`src/rtl/disc_pos_pkg.sv`:
```
package disc_pos_pkg;
  localparam int unsigned DEF_PERIOD_W = 16;
  localparam int unsigned DEF_FINE_W   = 6;
  localparam int unsigned DEF_REV_W    = 24;

  typedef enum logic [1:0] {
    STEP_NONE = 2'd0,
    STEP_FWD  = 2'd1,
    STEP_BWD  = 2'd2
  } step_e;
endpackage

```
`src/rtl/dpc_period_counter.sv`:
```
module dpc_period_counter
  import disc_pos_pkg::*;
#(
  parameter int unsigned PW = DEF_PERIOD_W
) (
  input  logic          clk,
  input  logic          rst_n,
  input  logic          preset,
  input  logic [PW-1:0] code,
  input  step_e         step,
  output logic [PW-1:0] period,
  output logic          wrap_up,
  output logic          wrap_down
);
  logic [PW-1:0] period_q;
  logic          out_of_range;
  logic          stepping;
  logic          clamp_evt;

  function automatic logic [PW-1:0] advance(input logic [PW-1:0] cur,
                                            input logic [PW-1:0] lim,
                                            input logic          fwd);
    if (fwd) return (cur >= lim) ? '0 : cur + 1'b1;
    else     return (cur == '0)  ? lim : cur - 1'b1;
  endfunction

  assign out_of_range = (period_q > code);
  assign clamp_evt    = out_of_range & ~preset;
  assign stepping     = (step != STEP_NONE) & ~out_of_range & ~preset;
  assign wrap_up      = stepping & (step == STEP_FWD) & (period_q == code);
  assign wrap_down    = stepping & (step == STEP_BWD) & (period_q == '0);

  always_ff @(posedge clk or negedge rst_n) begin
    if (!rst_n)        period_q <= '0;
    else if (preset)   period_q <= '0;
    else if (clamp_evt) period_q <= code;
    else if (stepping) period_q <= advance(period_q, code, step == STEP_FWD);
  end

  assign period = period_q;

  a_r8_clamp: assert property (@(posedge clk) disable iff (!rst_n)
    clamp_evt |=> (period_q == $past(code)));
  a_r3_fwd_wrap: assert property (@(posedge clk) disable iff (!rst_n)
    (step == STEP_FWD && !preset && period_q == code) |=> (period_q == '0));
  a_r4_bwd_wrap: assert property (@(posedge clk) disable iff (!rst_n)
    (step == STEP_BWD && !preset && period_q == '0) |=> (period_q == $past(code)));
  a_r11_hold: assert property (@(posedge clk) disable iff (!rst_n)
    (step == STEP_NONE && !preset && period_q <= code) |=> $stable(period_q));
  a_r2_fwd_inc: assert property (@(posedge clk) disable iff (!rst_n)
    (step == STEP_FWD && !preset && period_q < code) |=> (period_q == $past(period_q) + 1'b1));
endmodule

```
`src/rtl/dpc_rev_counter.sv`:
```
module dpc_rev_counter #(
  parameter int unsigned RW = disc_pos_pkg::DEF_REV_W
) (
  input  logic          clk,
  input  logic          rst_n,
  input  logic          preset,
  input  logic          inc,
  input  logic          dec,
  output logic [RW-1:0] rev
);
  logic [RW-1:0] rev_q;

  always_ff @(posedge clk or negedge rst_n) begin
    if (!rst_n)      rev_q <= '0;
    else if (preset) rev_q <= '0;
    else if (inc)    rev_q <= rev_q + 1'b1;
    else if (dec)    rev_q <= rev_q - 1'b1;
  end

  assign rev = rev_q;

  a_r5_one_event: assert property (@(posedge clk) disable iff (!rst_n)
    $onehot0({inc, dec}));
  a_r3_rev_up: assert property (@(posedge clk) disable iff (!rst_n)
    (inc && !preset) |=> (rev_q == RW'($past(rev_q) + 1'b1)));
  a_r4_rev_down: assert property (@(posedge clk) disable iff (!rst_n)
    (dec && !preset) |=> (rev_q == RW'($past(rev_q) - 1'b1)));
  a_r5_rev_hold: assert property (@(posedge clk) disable iff (!rst_n)
    (!inc && !dec && !preset) |=> $stable(rev_q));
  a_r9_preset: assert property (@(posedge clk) disable iff (!rst_n)
    preset |=> (rev_q == '0));
endmodule

```
`src/rtl/dpc_fine_map.sv`:
```
module dpc_fine_map #(
  parameter int unsigned FW = disc_pos_pkg::DEF_FINE_W
) (
  input  logic [FW-1:0] fine_raw,
  input  logic          invert,
  output logic [FW-1:0] fine_out
);
  localparam logic [FW-1:0] FINE_MAX = {FW{1'b1}};

  function automatic logic [FW-1:0] mirror(input logic [FW-1:0] x, input logic inv);
    return inv ? FINE_MAX - x : x;
  endfunction

  assign fine_out = mirror(fine_raw, invert);

  always_comb begin
    a_r7_mirror: assert (invert || fine_out == fine_raw);
  end
endmodule

```
`src/rtl/disc_position_counter.sv`:
```
module disc_position_counter
  import disc_pos_pkg::*;
#(
  parameter int unsigned PERIOD_W = DEF_PERIOD_W,
  parameter int unsigned FINE_W   = DEF_FINE_W,
  parameter int unsigned REV_W    = DEF_REV_W,
  localparam int unsigned POS_W   = REV_W + PERIOD_W + FINE_W
) (
  input  logic                clk,
  input  logic                rst_n,
  input  logic                preset,
  input  logic [PERIOD_W-1:0] ppr_code,
  input  logic                dir_invert,
  input  logic                step_valid,
  input  logic                step_dir,
  input  logic [FINE_W-1:0]   fine_in,
  output logic [REV_W-1:0]    rev_count,
  output logic [PERIOD_W-1:0] period_count,
  output logic [FINE_W-1:0]   fine_pos,
  output logic [POS_W-1:0]    position
);
  step_e step_kind;
  logic  applied_fwd;
  logic  wrap_up;
  logic  wrap_down;

  assign applied_fwd = step_dir ^ dir_invert;
  assign step_kind   = !step_valid ? STEP_NONE : (applied_fwd ? STEP_FWD : STEP_BWD);

  dpc_period_counter #(.PW(PERIOD_W)) u_period (
    .clk      (clk),
    .rst_n    (rst_n),
    .preset   (preset),
    .code     (ppr_code),
    .step     (step_kind),
    .period   (period_count),
    .wrap_up  (wrap_up),
    .wrap_down(wrap_down)
  );

  dpc_rev_counter #(.RW(REV_W)) u_rev (
    .clk   (clk),
    .rst_n (rst_n),
    .preset(preset),
    .inc   (wrap_up),
    .dec   (wrap_down),
    .rev   (rev_count)
  );

  dpc_fine_map #(.FW(FINE_W)) u_fine (
    .fine_raw(fine_in),
    .invert  (dir_invert),
    .fine_out(fine_pos)
  );

  assign position = {rev_count, period_count, fine_pos};

  a_r6_dir_xor: assert property (@(posedge clk) disable iff (!rst_n)
    (step_valid && !preset && period_count < ppr_code && (step_dir ^ dir_invert))
      |=> (period_count == $past(period_count) + 1'b1));
  a_r9_preset_period: assert property (@(posedge clk) disable iff (!rst_n)
    preset |=> (period_count == '0));
endmodule

```
`config.mk`:
```
export PLATFORM = sky130hd
export DESIGN_NAME = disc_position_counter
export DESIGN_NICKNAME = d
export VERILOG_FILES = /design/src/rtl/disc_pos_pkg.sv /design/src/rtl/dpc_period_counter.sv /design/src/rtl/dpc_rev_counter.sv /design/src/rtl/dpc_fine_map.sv /design/src/rtl/disc_position_counter.sv
export SDC_FILE = /design/constraint.sdc
export NUM_CORES = 1
export LEC_CHECK = 0
export ABC_AREA = 0
export BUFFER_PORTS_ARGS = -buffer_cell sky130_fd_sc_hd__buf_2
export CAP_MARGIN = 20
export CORE_UTILIZATION = 55
export DETAILED_ROUTE_END_ITERATION = 6
export GPL_ROUTABILITY_DRIVEN = 0
export PLACE_DENSITY = 0.84
export SYNTH_ARGS = -nofsm -noshare
export SYNTH_HDL_FRONTEND = slang
export SYNTH_SLANG_ARGS = --single-unit
```
`constraint.sdc`:
```
create_clock -name clk -period 4.8 [get_ports clk]
set_clock_uncertainty 0.15 [all_clocks]
set_input_delay 0.72 -clock clk [delete_from_list [all_inputs] [get_ports clk]]
set_output_delay 0.72 -clock clk [all_outputs]
set_load 0.02 [all_outputs]
```
# Word level (Yosys, flattened, before mapping)
# Cells that the tools add are included.
op_classes:
  muxes: 12
  reduce_logical: 4
  eq_ne: 3
  magnitude_cmp: 2
  bitwise_logic: 10
  add_sub_neg: 5
op_table:
  columns: ["op", "count"]
  rows:
  - ["$mux 16", 6]
  - ["$mux 24", 3]
  - ["$add 24x1->24 const B", 1]
  - ["$sub 24x1->24 const B", 1]
  - ["$add 16x1->16 const B", 1]
  - ["$eq 16x16->1", 1]
  - ["$ge 16x16->1", 1]
  - ["$gt 16x16->1", 1]
  - ["$logic_not 16->1", 1]
  - ["$sub 16x1->16 const B", 1]
  - ["$and 1x1->1", 7]
  - ["$mux 6", 1]
  - ["$reduce_bool 3->1", 2]
  - ["$sub 6x6->6 const A", 1]
  - ["$mux 2", 2]
  - ["$eq 2x1->1 const B", 1]
  - ["$eq 2x2->1 const B", 1]
  - ["$not 1->1", 2]
  - ["$reduce_bool 2->1", 1]
  - ["$xor 1x1->1", 1]
word_totals:
  word_cells: 38
  in_bits: 28
  register_bits: 40
  out_inout_bits: 92

# Logic depth before layout (Yosys ltp)
# Gate-level depths: netlist of the first run.
logic_depth:
  depth_word: 11
  depth_mapped: 14
  depth_no_buf: 14

# By module
# A second synthesis of the first run with hierarchy kept.
hier_totals:
  cells_unflattened: 590
  hier_area_um2: 4638.2
by_module_without_submodules:
  columns: ["mod", "area_each_um2", "seq_area_each_um2", "instances", "cells_per_inst"]
  rows:
  - ["dpc_rev_counter", 2169.6, 600.6, 1, 260]
  - ["dpc_period_counter", 2038.2, 400.4, 1, 274]
  - ["disc_position_counter", 366.6, 0.0, 1, 49]
  - ["dpc_fine_map", 63.8, 0.0, 1, 7]

# Worst setup path after synthesis of the first run
# No wires, ideal clock.
synth_timing:
  path_kind: "input-to-reg"
  startpoint: "in ppr_code[14]"
  endpoint: "reg u_rev.rev_q[22], in the netlist u_rev.rev[22]"
  required_ps: 4529
  path_slack_ps: 156
  path_buffers: 0
  t_arrival_ps: 4373
  setup_ps: 121
  path_stages: 14
  cell_sequence: "inv_1 -> ha_1 -> nand4_1 -> or4_1 -> or3_1 -> ha_1 -> a21o_1 -> a21o_1 -> a221o_1 -> a211oi_1 -> o221ai_1 -> a21oi_1 -> xor2_1 -> o21ai_1"
synth_between:
  elab_chain_cells: 8
  elab_cells_between_ends: 12
  classes_between: "order compare: 1; eq/ne: 1; mux: 2; bitwise: 7; reduce/logical: 1"
synth_rtl:
  columns: ["item", "line_no", "rtl"]
  rows:
  - ["start, declared", "disc_position_counter.sv:12", "input logic [PERIOD_W-1:0] ppr_code,"]
  - ["$gt 16x16->1", "dpc_period_counter.sv:27", "assign out_of_range = (period_q > code);"]
  - ["$not 1->1", "dpc_period_counter.sv:29", "assign stepping = (step != STEP_NONE) & ~out_of_range & ~preset;"]
  - ["$and 1x1->1 (2 in series)", "dpc_period_counter.sv:29", null]
  - ["$and 1x1->1 (2 in series)", "dpc_period_counter.sv:30", "assign wrap_up = stepping & (step == STEP_FWD) & (period_q == code);"]
  - ["$mux 24", "dpc_rev_counter.sv:16", "else if (inc) rev_q <= rev_q + 1'b1;"]
  - ["$mux 24", "dpc_rev_counter.sv:15", "else if (preset) rev_q <= '0;"]
  - ["end signal, assigned", "dpc_rev_counter.sv:16", null]
  - ["end signal, assigned", "dpc_rev_counter.sv:17", "else if (dec) rev_q <= rev_q - 1'b1;"]
  - ["end, declared", "dpc_rev_counter.sv:11", "logic [RW-1:0] rev_q;"]
# Several ways; a longest one is shown, not always the timed one.
# A chain may end at the register's enable or synchronous reset.

# Worst setup path in the final report of the first run
layout_timing:
  startpoint: "reg u_period.period_q[8], in the netlist u_period.period[8]"
  endpoint: "reg u_rev.rev_q[18], in the netlist u_rev.rev[18]"
layout_between:
  elab_chain_cells: 8
  elab_cells_between_ends: 13
  classes_between: "order compare: 1; eq/ne: 1; mux: 2; bitwise: 7; reduce/logical: 2"
layout_rtl:
  columns: ["item", "line_no", "rtl"]
  rows:
  - ["start, declared", "dpc_period_counter.sv:15", "logic [PW-1:0] period_q;"]
  - ["start signal, assigned", "dpc_period_counter.sv:36", "else if (clamp_evt) period_q <= code;"]
  - ["start signal, assigned", "dpc_period_counter.sv:37", "else if (stepping) period_q <= advance(period_q, code, step == STEP_FWD);"]
  - ["$gt 16x16->1", "dpc_period_counter.sv:27", null]
  - ["$not 1->1", "dpc_period_counter.sv:29", null]
  - ["$and 1x1->1 (2 in series)", "dpc_period_counter.sv:29", null]
  - ["$and 1x1->1 (2 in series)", "dpc_period_counter.sv:30", null]
  - ["$mux 24", "dpc_rev_counter.sv:16", null]
  - ["$mux 24", "dpc_rev_counter.sv:15", null]
# Several ways; a longest one is shown, not always the timed one.

==> results of run 1 <==
-- synthesized netlist by cell type (7+ instances only) --
library cell	number	area [um2]
nand2_1	67	251
a21oi_1	47	235
buf_4	47	353
ha_1	45	563
dfrtp_1	40	1000
nor2_1	37	139
inv_1	27	101
xor2_1	22	193
xnor2_1	20	175
clkbuf_1	19	71.3
o31ai_1	19	143
o21ai_0	18	90.1
a21o_1	14	105
nor3_1	13	65.1
nand3_1	12	60.1
a221oi_1	10	87.6
nor4_1	9	56.3
nor4b_1	7	61.3
o21ai_1	7	35.0
o22ai_1	7	43.8
-- power groups by stage --
stage          sequential [uW]  clock, uW  combinational [uW]
4_1_cts                    628        313                2510
5_1_grt                    650        327                2790
6_report                   629        307                2540
2_1_floorplan              759          0                1880
3_3_place_gp               625          0                2420
3_5_place_dp               633          0                2490
-- tightest hold or removal path: cells and delay by family (launching register included) --
kind | cells | cell delay, ns
flops | 1 | 0.39
simple gates | 1 | 0.06
compound gates | 1 | 0.06
-- final cells by class --
type                    count  area share [%]
clock buffers               6            1.61
well taps                 105            2.56
multi-input cells         439            58.7
inverters                  27            1.98
repair buffers            141            14.8
flip-flops and latches     40            19.5
clock inverters             2           0.756
-- through the flow --
stage | util, % | std cells | total power, uW | hold slack (ns)
6_report | 62.7 | 760 | 3480 | 0.389
3_5_place_dp | 61.2 | 752 | 3130 | 0.375
2_1_floorplan | - | 582 | 2640 | 0.274
4_1_cts | 62.7 | 760 | 3450 | 0.395
3_3_place_gp | 61.2 | 752 | 3040 | 0.366
5_1_grt | 62.7 | 760 | 3770 | 0.425
-- registers in the layout, summed over array words and instances (netlist names) --
| register | flops |
|---|---|
| u_rev.rev | 24 |
| u_period.period | 16 |
-- metal layers --
| layer | wire length (um) | part of all wire [%] | vias up | track usage (%) |
|---|---|---|---|---|
| li1 | - | - | 2218 | - |
| met1 | 5360 | 44 | 2124 | 39.1 |
| met2 | 5650 | 46 | 259 | 45.5 |
| met3 | 1030 | 8.4 | 37 | 4.72 |
| met4 | 273 | 2.2 | 0 | 11.4 |
| met5 | 0 | 0 | - | 0 |
-- worst min-delay path by stage --
stage               slack, ns  cells after the start                      start                        endpoint
global placement         0.37                      2  u_rev.rev[10]$_DFFE_PN0P_       u_rev.rev[10]$_DFFE_PN0P_
global route             0.43                      2   u_rev.rev[8]$_DFFE_PN0P_        u_rev.rev[8]$_DFFE_PN0P_
CTS                      0.40                      2   u_rev.rev[8]$_DFFE_PN0P_        u_rev.rev[8]$_DFFE_PN0P_
floorplan                0.27                      0                      rst_n  u_period.period[0]$_DFFE_PN0P_
finish                   0.39                      2   u_rev.rev[8]$_DFFE_PN0P_        u_rev.rev[8]$_DFFE_PN0P_
detailed placement       0.38                      2   u_rev.rev[8]$_DFFE_PN0P_        u_rev.rev[8]$_DFFE_PN0P_
-- kinds of logic (layout without fill, tap and decap cells) --
kind of cell    Yosys count  count (layout)
compound gates          167             167
xor+xnor                 42              42
fa+ha+maj                46              46
buf+inv                 103             176
flops                    40              40
mux                       1               1
simple gates            183             183
==> results.toml, run 1 <==
[placed_design]
dp_slack_ns = 0.0551
dp_hpwl_mm = 9.06
io_buffers = 119
postPlaceCellArea_um2 = 5010

[route]
vias = 4638
initialDrtViolationCount = 471
avgViaCountPerCell = 6.10
ant_nets = 0
drt-total-wl_mm = 12.3
route.detailed.drc = 1
drtPass1Iterations = 7
wl_per_cell_um = 16.2

[global_routing]
grt_first_pass_wirelength_mm = 20.3
grt_max_degree = 41
grt_overflow = 0
grt_use_total_pct = 28.8
grt_pass1_vias = 4356
antenna_found_initial = 0

[timing]
max_freq_mhz = 222
setup_slack_ns = 0.301
fin_crit_ns = 4.50
final-setup-viol-count = 0
drv_slew = 0
tns_ns = 0
period_share_pct = 93.7
slew_headroom_pct = 35.5
rsz0062_at_grt = "no"
worstMarginPinSlew_ns = 0.968
hold_violations = 0

[cts]
cts_buffers = 5
ctsResizeCount = 0
clk-insertion-delay-late_ns = 0.30
cts_buffer_depth = 2
cts_sinks = 40
cts_tree = "done"
hold_buffers = 0
ctsRootBufferMaster = "clkbuf_8"
htree_levels = 2
clk_pin_slew_ns = 0.09
postCtsSetupRepairBufs = 0

[critical_path]
cp_cell_sequence = "ha_1, nand4_1, or4_1, or3_1, buf_4, ha_1, a21oi_1, o21ai_0, a31o_2, a21oi_1, nor2b_1, o31ai_1, xnor2_1, o31ai_1"
cp_num_cells = 14
crit_type = "reg -> reg"
crit_start = "u_period.period[8]$_DFFE_PN0P_"
cp-end-kind = "flip-flop"
crit_family = "simple AND/OR/NAND/NOR gates"
start_kind = "flip-flop"
regToRegSetupSlack_ns = 0.30
cpMaxStageDelayCell = "or4_1"
cp.required_ns = 4.85
endpoint = "u_rev.rev[18]$_DFFE_PN0P_"
r2r-end = "u_rev.rev[18]$_DFFE_PN0P_"
cpPeakStageDelay_ns = 0.58
regToRegStartpoint = "u_period.period[8]$_DFFE_PN0P_"
ff2ff_path_depth = 14
crit_path_max_fanout = 14
crit_arrival_ns = 4.55
path_buf_inv = 1

[floorplanning]
rows = 33
die_h_um = 93.5
ioPinCount = 120
initial_core_util_pct = 56.4
fp.coreArea_um2 = 8180
die_w_um = 93.5
die_area_um2 = 8750

[layout]
layout.nets = 728
drive_above_1_share_pct = 24.3
area_growth_pct = 11.3
multi_input_area_um2 = 3010
final_cell_mix = "buf_2 (119), nand2_1 (67), a21oi_1 (47), ha_1 (45), dfrtp_1 (40)"
antenna_cells = 0
seq_area_um2 = 1000
final_common_cell = "buf_2"
fill_cells = 731
fin_area_um2 = 5130

[logic_synthesis]
synth_xor_area_share_pct = 7.98
yosys_warnings = 0
synth_area_per_cell_um2 = 7.92
synth-adder-area-share_pct = 12.7
synth_cells = 582
syn_nets = 656
ys_seq_elements = 40
synth.area.mux_share_pct = 0.244
synth_compound_area_share_pct = 24.1
synthArstFlopShare_pct = 100
ys.flop_type = "dfrtp_1"
synth_edf_count = 0
synthDistinctLibCells = 59
synth_top_family_by_area = "compound AO/OA/AOI/OAI gates"
synth_area_um2 = 4610
synth-simple-area-share_pct = 20.4
ys_seq_area_share_pct = 21.7

[pwr]
seqPwrFrac_pct = 18.1
netSwitchingFraction_pct = 52.4
clkPwrFrac_pct = 8.8
pwr_density_cell_nw_per_um2 = 678
netSwitchingPower_uw = 1820
comb_power_share_pct = 73.1
intPower_uw = 1650
irDropWorstVdd_mv = 0.298
leakagePower_uw = 0.00258

[job]
max-cap-violations = 0

[status]
status = "finished, violations left"
violations = "DRC"

[worst_hold_path]
hp-class = "reg -> reg"
Note: power is estimated with default switching activity, not from simulation.
==> inputs of run 2 (changes only) <==
==> constraint.sdc (replaced) <==
create_clock -name clk -period 4.9 [get_ports clk]
set_clock_uncertainty 0.15 [all_clocks]
set_input_delay 0.735 -clock clk [delete_from_list [all_inputs] [get_ports clk]]
set_output_delay 0.735 -clock clk [all_outputs]
set_load 0.02 [all_outputs]
==> run 2 against run 1 <==
The flow now finishes without violations. Critical path type is now in -> reg. Largest power group unchanged. Wire length down 1.6%. Via count down 0.34%. Global-route usage down 0.88 points. First-iteration DRC count up 5.9%. Die area unchanged. Design area down 0.76%. Total power down 4.3%. Clock power down 18%. Non-clock buffer count down 2. Sequential power down 2%. Sequential cell count unchanged.
==> results.toml, run 2 (synthesized netlist as in run 1, its figures left out) <==
[floorplanning]
die_area_um2 = 8750
die_w_um = 93.5
fp.coreArea_um2 = 8180
die_h_um = 93.5
rows = 33
ioPinCount = 120
initial_core_util_pct = 56.4

[timing]
worstMarginPinSlew_ns = 0.986
tns_ns = 0
setup_slack_ns = 0.385
fin_crit_ns = 4.52
drv_slew = 0
max_freq_mhz = 221
hold_violations = 0
period_share_pct = 92.2
slew_headroom_pct = 34.2
final-setup-viol-count = 0
rsz0062_at_grt = "no"

[route]
ant_nets = 0
vias = 4622
drtPass1Iterations = 5
drt-total-wl_mm = 12.1
avgViaCountPerCell = 6.10
route.detailed.drc = 0
initialDrtViolationCount = 499
wl_per_cell_um = 16.0

[cts]
hold_buffers = 0
cts_buffer_depth = 2
cts_sinks = 40
cts_tree = "done"
ctsResizeCount = 0
ctsRootBufferMaster = "clkbuf_8"
postCtsSetupRepairBufs = 0
clk_pin_slew_ns = 0.10
cts_buffers = 5
htree_levels = 2
clk-insertion-delay-late_ns = 0.31

[layout]
layout.nets = 726
multi_input_area_um2 = 3010
seq_area_um2 = 1000
fill_cells = 744
antenna_cells = 0
largest_register_ffs = 24
final_common_cell = "buf_2"
final_cell_mix = "buf_2 (119), nand2_1 (67), a21oi_1 (47), ha_1 (45), dfrtp_1 (40)"
area_growth_pct = 10.5
drive_above_1_share_pct = 24.0

[pwr]
leakagePower_uw = 0.00256
netSwitchingPower_uw = 1770
pwr_density_cell_nw_per_um2 = 654
netSwitchingFraction_pct = 53.0
clkPwrFrac_pct = 7.5
comb_power_share_pct = 73.9
seqPwrFrac_pct = 18.6
intPower_uw = 1560
irDropWorstVdd_mv = 0.270

[worst_hold_path]
hp-class = "reg -> reg"

[global_routing]
antenna_found_initial = 0
grt_use_total_pct = 27.9
grt_pass1_vias = 4193
grt_first_pass_wirelength_mm = 19.7
grt_overflow = 0
grt_max_degree = 41

[status]
status = "finished clean"

[critical_path]
crit_path_max_fanout = 18
cp-end-kind = "flip-flop"
crit_type = "in -> reg"
cp.required_ns = 4.96
crit_arrival_ns = 4.57
start_kind = "primary input"

[job]
max-cap-violations = 0

[placed_design]
dp_hpwl_mm = 8.87
dp_slack_ns = 0.106
io_buffers = 119
[run 2: final cells by class]
| type | instances | share of cell area (%) |
|---|---|---|
| Multi-Input combinational cell | 439 | 59.2 |
| Clock inverter | 2 | 0.295 |
| Inverter | 27 | 1.99 |
| Timing Repair Buffer | 139 | 14.7 |
| Clock buffer | 6 | 1.62 |
| Sequential cell | 40 | 19.7 |
| Tap cell | 105 | 2.58 |
[run 2: worst paths after layout]
check	from	endpoint	slack, ns	cells past startpoint
setup / recovery	ppr_code[14]	u_rev.rev[18]$_DFFE_PN0P_	0.38	16
hold / removal	u_rev.rev[10]$_DFFE_PN0P_	u_rev.rev[10]$_DFFE_PN0P_	0.39	2
setup reg to reg	u_period.period[13]$_DFFE_PN0P_	u_rev.rev[18]$_DFFE_PN0P_	0.40	14
hold reg to reg	u_rev.rev[10]$_DFFE_PN0P_	u_rev.rev[10]$_DFFE_PN0P_	0.39	2
max in group asynchronous	rst_n	u_rev.rev[15]$_DFFE_PN0P_	3.56	1
min in group asynchronous	rst_n	u_rev.rev[10]$_DFFE_PN0P_	0.44	1
[run 2: power groups by stage]
| stage | combinational, uW | clock, uW | sequential [uW] |
|---|---|---|---|
| after floorplan | 1840 | 0 | 743 |
| after CTS | 2440 | 257 | 618 |
| final | 2460 | 251 | 619 |
| after global routing | 2700 | 268 | 641 |
| after detailed placement | 2420 | 0 | 624 |
| after global placement | 2360 | 0 | 615 |
[run 2: layer usage]
metal	track usage, %	up-vias	part of all wire, %
met5	0	-	0
met4	9.74	0	2.2
met3	4.15	34	8.8
met2	44.4	240	46
met1	38.4	2129	43
li1	-	2219	-
[run 2: critical path, stage by stage]
cell and delay (ns):
buf_2 0.11, inv_1 0.06, ha_1 0.30, nand4_1 0.19, or4_1 0.62, or3_1 0.40, buf_4 0.22, ha_1 0.34
a21oi_1 0.14, o21ai_0 0.14, a31o_2 0.29, a21oi_1 0.25, nor2b_1 0.30, o31ai_1 0.13, xnor2_1 0.13, o31ai_1 0.22
[run 2: per-stage QoR]
stage | area (um2) | hold WS (ns) | cells | total power (uW) | util, %
4_1_cts | 5090 | 0.390 | 758 | 3310 | 62.2
6_report | 5090 | 0.388 | 758 | 3330 | 62.2
3_3_place_gp | 4990 | 0.371 | 750 | 2970 | 61.0
3_5_place_dp | 4990 | 0.367 | 750 | 3040 | 61.0
2_1_floorplan | 4610 | 0.289 | 582 | 2580 | -
5_1_grt | 5090 | 0.426 | 758 | 3610 | 62.2
==> inputs of run 3 (changes only) <==
--- a/config.mk
+++ b/config.mk
@@ -14,4 +14,5 @@
 export PLACE_DENSITY = 0.84
 export SYNTH_ARGS = -nofsm -noshare
 export SYNTH_HDL_FRONTEND = slang
+export SYNTH_HIERARCHICAL = 1
 export SYNTH_SLANG_ARGS = --single-unit
==> run 3 against run 2 <==
Synthesized cell count is 1.4% higher. Total power is 2.8% higher. Worst setup slack worse by 0.064 ns. Via count is 6.4% higher. Critical path type unchanged. Largest power group unchanged.
==> results.toml, run 3 <==
[logic_synthesis]
synth_compound_area_share_pct = 26.9
synth_common_cells = "nand2_1 (56), buf_4 (46), ha_1 (41), o21ai_0 (41), dfrtp_1 (40)"
ys.flop_type = "dfrtp_1"
synthDistinctLibCells = 71
ys_top_cells_by_area = "dfrtp_1 (22%), ha_1 (11%), buf_4 (7.4%), nand2_1 (4.5%), o21ai_0 (4.4%)"
synth_edf_count = 0
synth.area.mux_share_pct = 0.863
synth_area_per_cell_um2 = 7.86
ys_seq_area_share_pct = 21.6
synth-simple-area-share_pct = 20.7
synth_area_leader_cell = "dfrtp_1"
yosysTopAreaCellShare_pct = 21.6
synthArstFlopShare_pct = 100
ys_seq_elements = 40
synth_xor_area_share_pct = 4.91
synth_cells = 590
synth-adder-area-share_pct = 11.5
yosys_warnings = 6
synth_top_family_by_area = "compound AO/OA/AOI/OAI gates"
syn_nets = 660
yosysMostFrequentCell = "nand2_1"
synth_area_um2 = 4640

[timing]
rsz0062_at_grt = "no"
hold_ws_ns = 0.381
slew_headroom_pct = 36.3
hold_violations = 0
worstMarginPinSlew_ns = 0.955
drv_slew = 0
final-setup-viol-count = 0
setup_slack_ns = 0.320
period_share_pct = 93.5
fin_crit_ns = 4.58
max_freq_mhz = 218
tns_ns = 0

[layout]
largest_register_ffs = 24
layout.nets = 728
area_growth_pct = 9.87
final_cell_mix = "buf_2 (119), nand2_1 (56), o21ai_0 (41), ha_1 (41), dfrtp_1 (40)"
fin_area_um2 = 5100
drive_above_1_share_pct = 24.4
antenna_cells = 0
final_common_cell = "buf_2"

[placed_design]
postPlaceCellArea_um2 = 4970
io_buffers = 119
dp_slack_ns = 0.122
dp_hpwl_mm = 9.75

[worst_hold_path]
hp-class = "reg -> reg"
hold_depth = 2

[floorplanning]
initial_core_util_pct = 56.7
die_h_um = 93.8
rows = 33
die_w_um = 93.8
fp.coreArea_um2 = 8180
ioPinCount = 120
die_area_um2 = 8800

[route]
vias = 4919
avgViaCountPerCell = 6.44
ant_nets = 0
drtPass1Iterations = 7
initialDrtViolationCount = 499
drt-total-wl_mm = 13.0
wl_per_cell_um = 17.0
route.detailed.drc = 0

[critical_path]
crit_path_max_fanout = 16
crit_arrival_ns = 4.62
cp-end-kind = "flip-flop"
crit_type = "in -> reg"
ff2ff_path_depth = 14
start_kind = "primary input"
cp.required_ns = 4.94

[cts]
clk-insertion-delay-late_ns = 0.30
cts_buffers = 5
htree_levels = 2
ctsResizeCount = 0
ctsRootBufferMaster = "clkbuf_8"
clk_pin_slew_ns = 0.09
cts_tree = "done"
cts_buffer_depth = 2
postCtsSetupRepairBufs = 0
cts_sinks = 40
hold_buffers = 0

[status]
status = "finished clean"

[global_routing]
grt_use_total_pct = 29.6
grt_overflow = 0
grt_max_degree = 41
antenna_found_initial = 0
grt_pass1_vias = 4383
grt_first_pass_wirelength_mm = 21.0

[pwr]
pwr_density_cell_nw_per_um2 = 672
leakagePower_uw = 0.00246
irDropWorstVdd_mv = 0.235

[job]
max-cap-violations = 0
## run 3: worst paths after layout
kind                       slack (ns)                         to                            start
setup / recovery                 0.32  u_rev/rev[16]$_DFFE_PN0P_                     ppr_code[13]
hold / removal                   0.38  u_rev/rev[10]$_DFFE_PN0P_        u_rev/rev[10]$_DFFE_PN0P_
setup reg to reg                 0.40  u_rev/rev[16]$_DFFE_PN0P_  u_period/period[12]$_DFFE_PN0P_
hold reg to reg                  0.38  u_rev/rev[10]$_DFFE_PN0P_        u_rev/rev[10]$_DFFE_PN0P_
max in group asynchronous        3.58   u_rev/rev[6]$_DFFE_PN0P_                            rst_n
min in group asynchronous        0.44   u_rev/rev[3]$_DFFE_PN0P_                            rst_n
## run 3: cell type report
| type | instances | area (um2) |
|---|---|---|
| Multi-Input combinational cell | 447 | 3020 |
| Inverter | 30 | 113 |
| Fill cell | 770 | 3080 |
| Tap cell | 105 | 131 |
| Clock buffer | 7 | 96.3 |
| Timing Repair Buffer | 134 | 708 |
| Sequential cell | 40 | 1000 |
| Clock inverter | 1 | 30.0 |
## run 3: metal layers
metal	global-route usage, %	part of all wire (%)	routed length, um	vias up
li1	-	-	-	2281
met1	39.1	42	5450	2300
met2	49.2	46	6000	291
met3	4.05	8.7	1130	47
met4	10.6	2.9	375	0
met5	0	0	0	-
## run 3: where the power goes
group | internal, uW | leakage (uW) | switching, uW | total, uW
sequential | 444 | 0.000529 | 154 | 598
combinational | 979 | 0.00187 | 1540 | 2520
clock | 180 | 0.0000645 | 127 | 307
## run 3: logic make-up after synthesis
logic type / Yosys count
compound gates: 182
xor+xnor: 26
buf+inv: 103
simple gates: 193
mux: 4
flops: 40
fa+ha+maj: 42
## run 3: critical path, stage by stage
cell	delay, ns
buf_2	0.08
inv_1	0.06
ha_1	0.31
nand4_1	0.20
nor4_1	0.48
nand2_1	0.16
nor3_2	0.20
inv_1	0.29
ha_1	0.46
nor2b_1	0.17
o2111ai_1	0.33
a21boi_1	0.17
o21ai_2	0.26
a311oi_1	0.14
or3_1	0.32
a32o_1	0.25
## run 3: through the flow
step	power [uW]	instances	util, %
floorplan	2620	590	-
global placement	2990	756	60.8
detailed placement	3060	756	60.8
CTS	3380	764	62.3
global route	3710	764	62.3
finish	3420	764	62.3
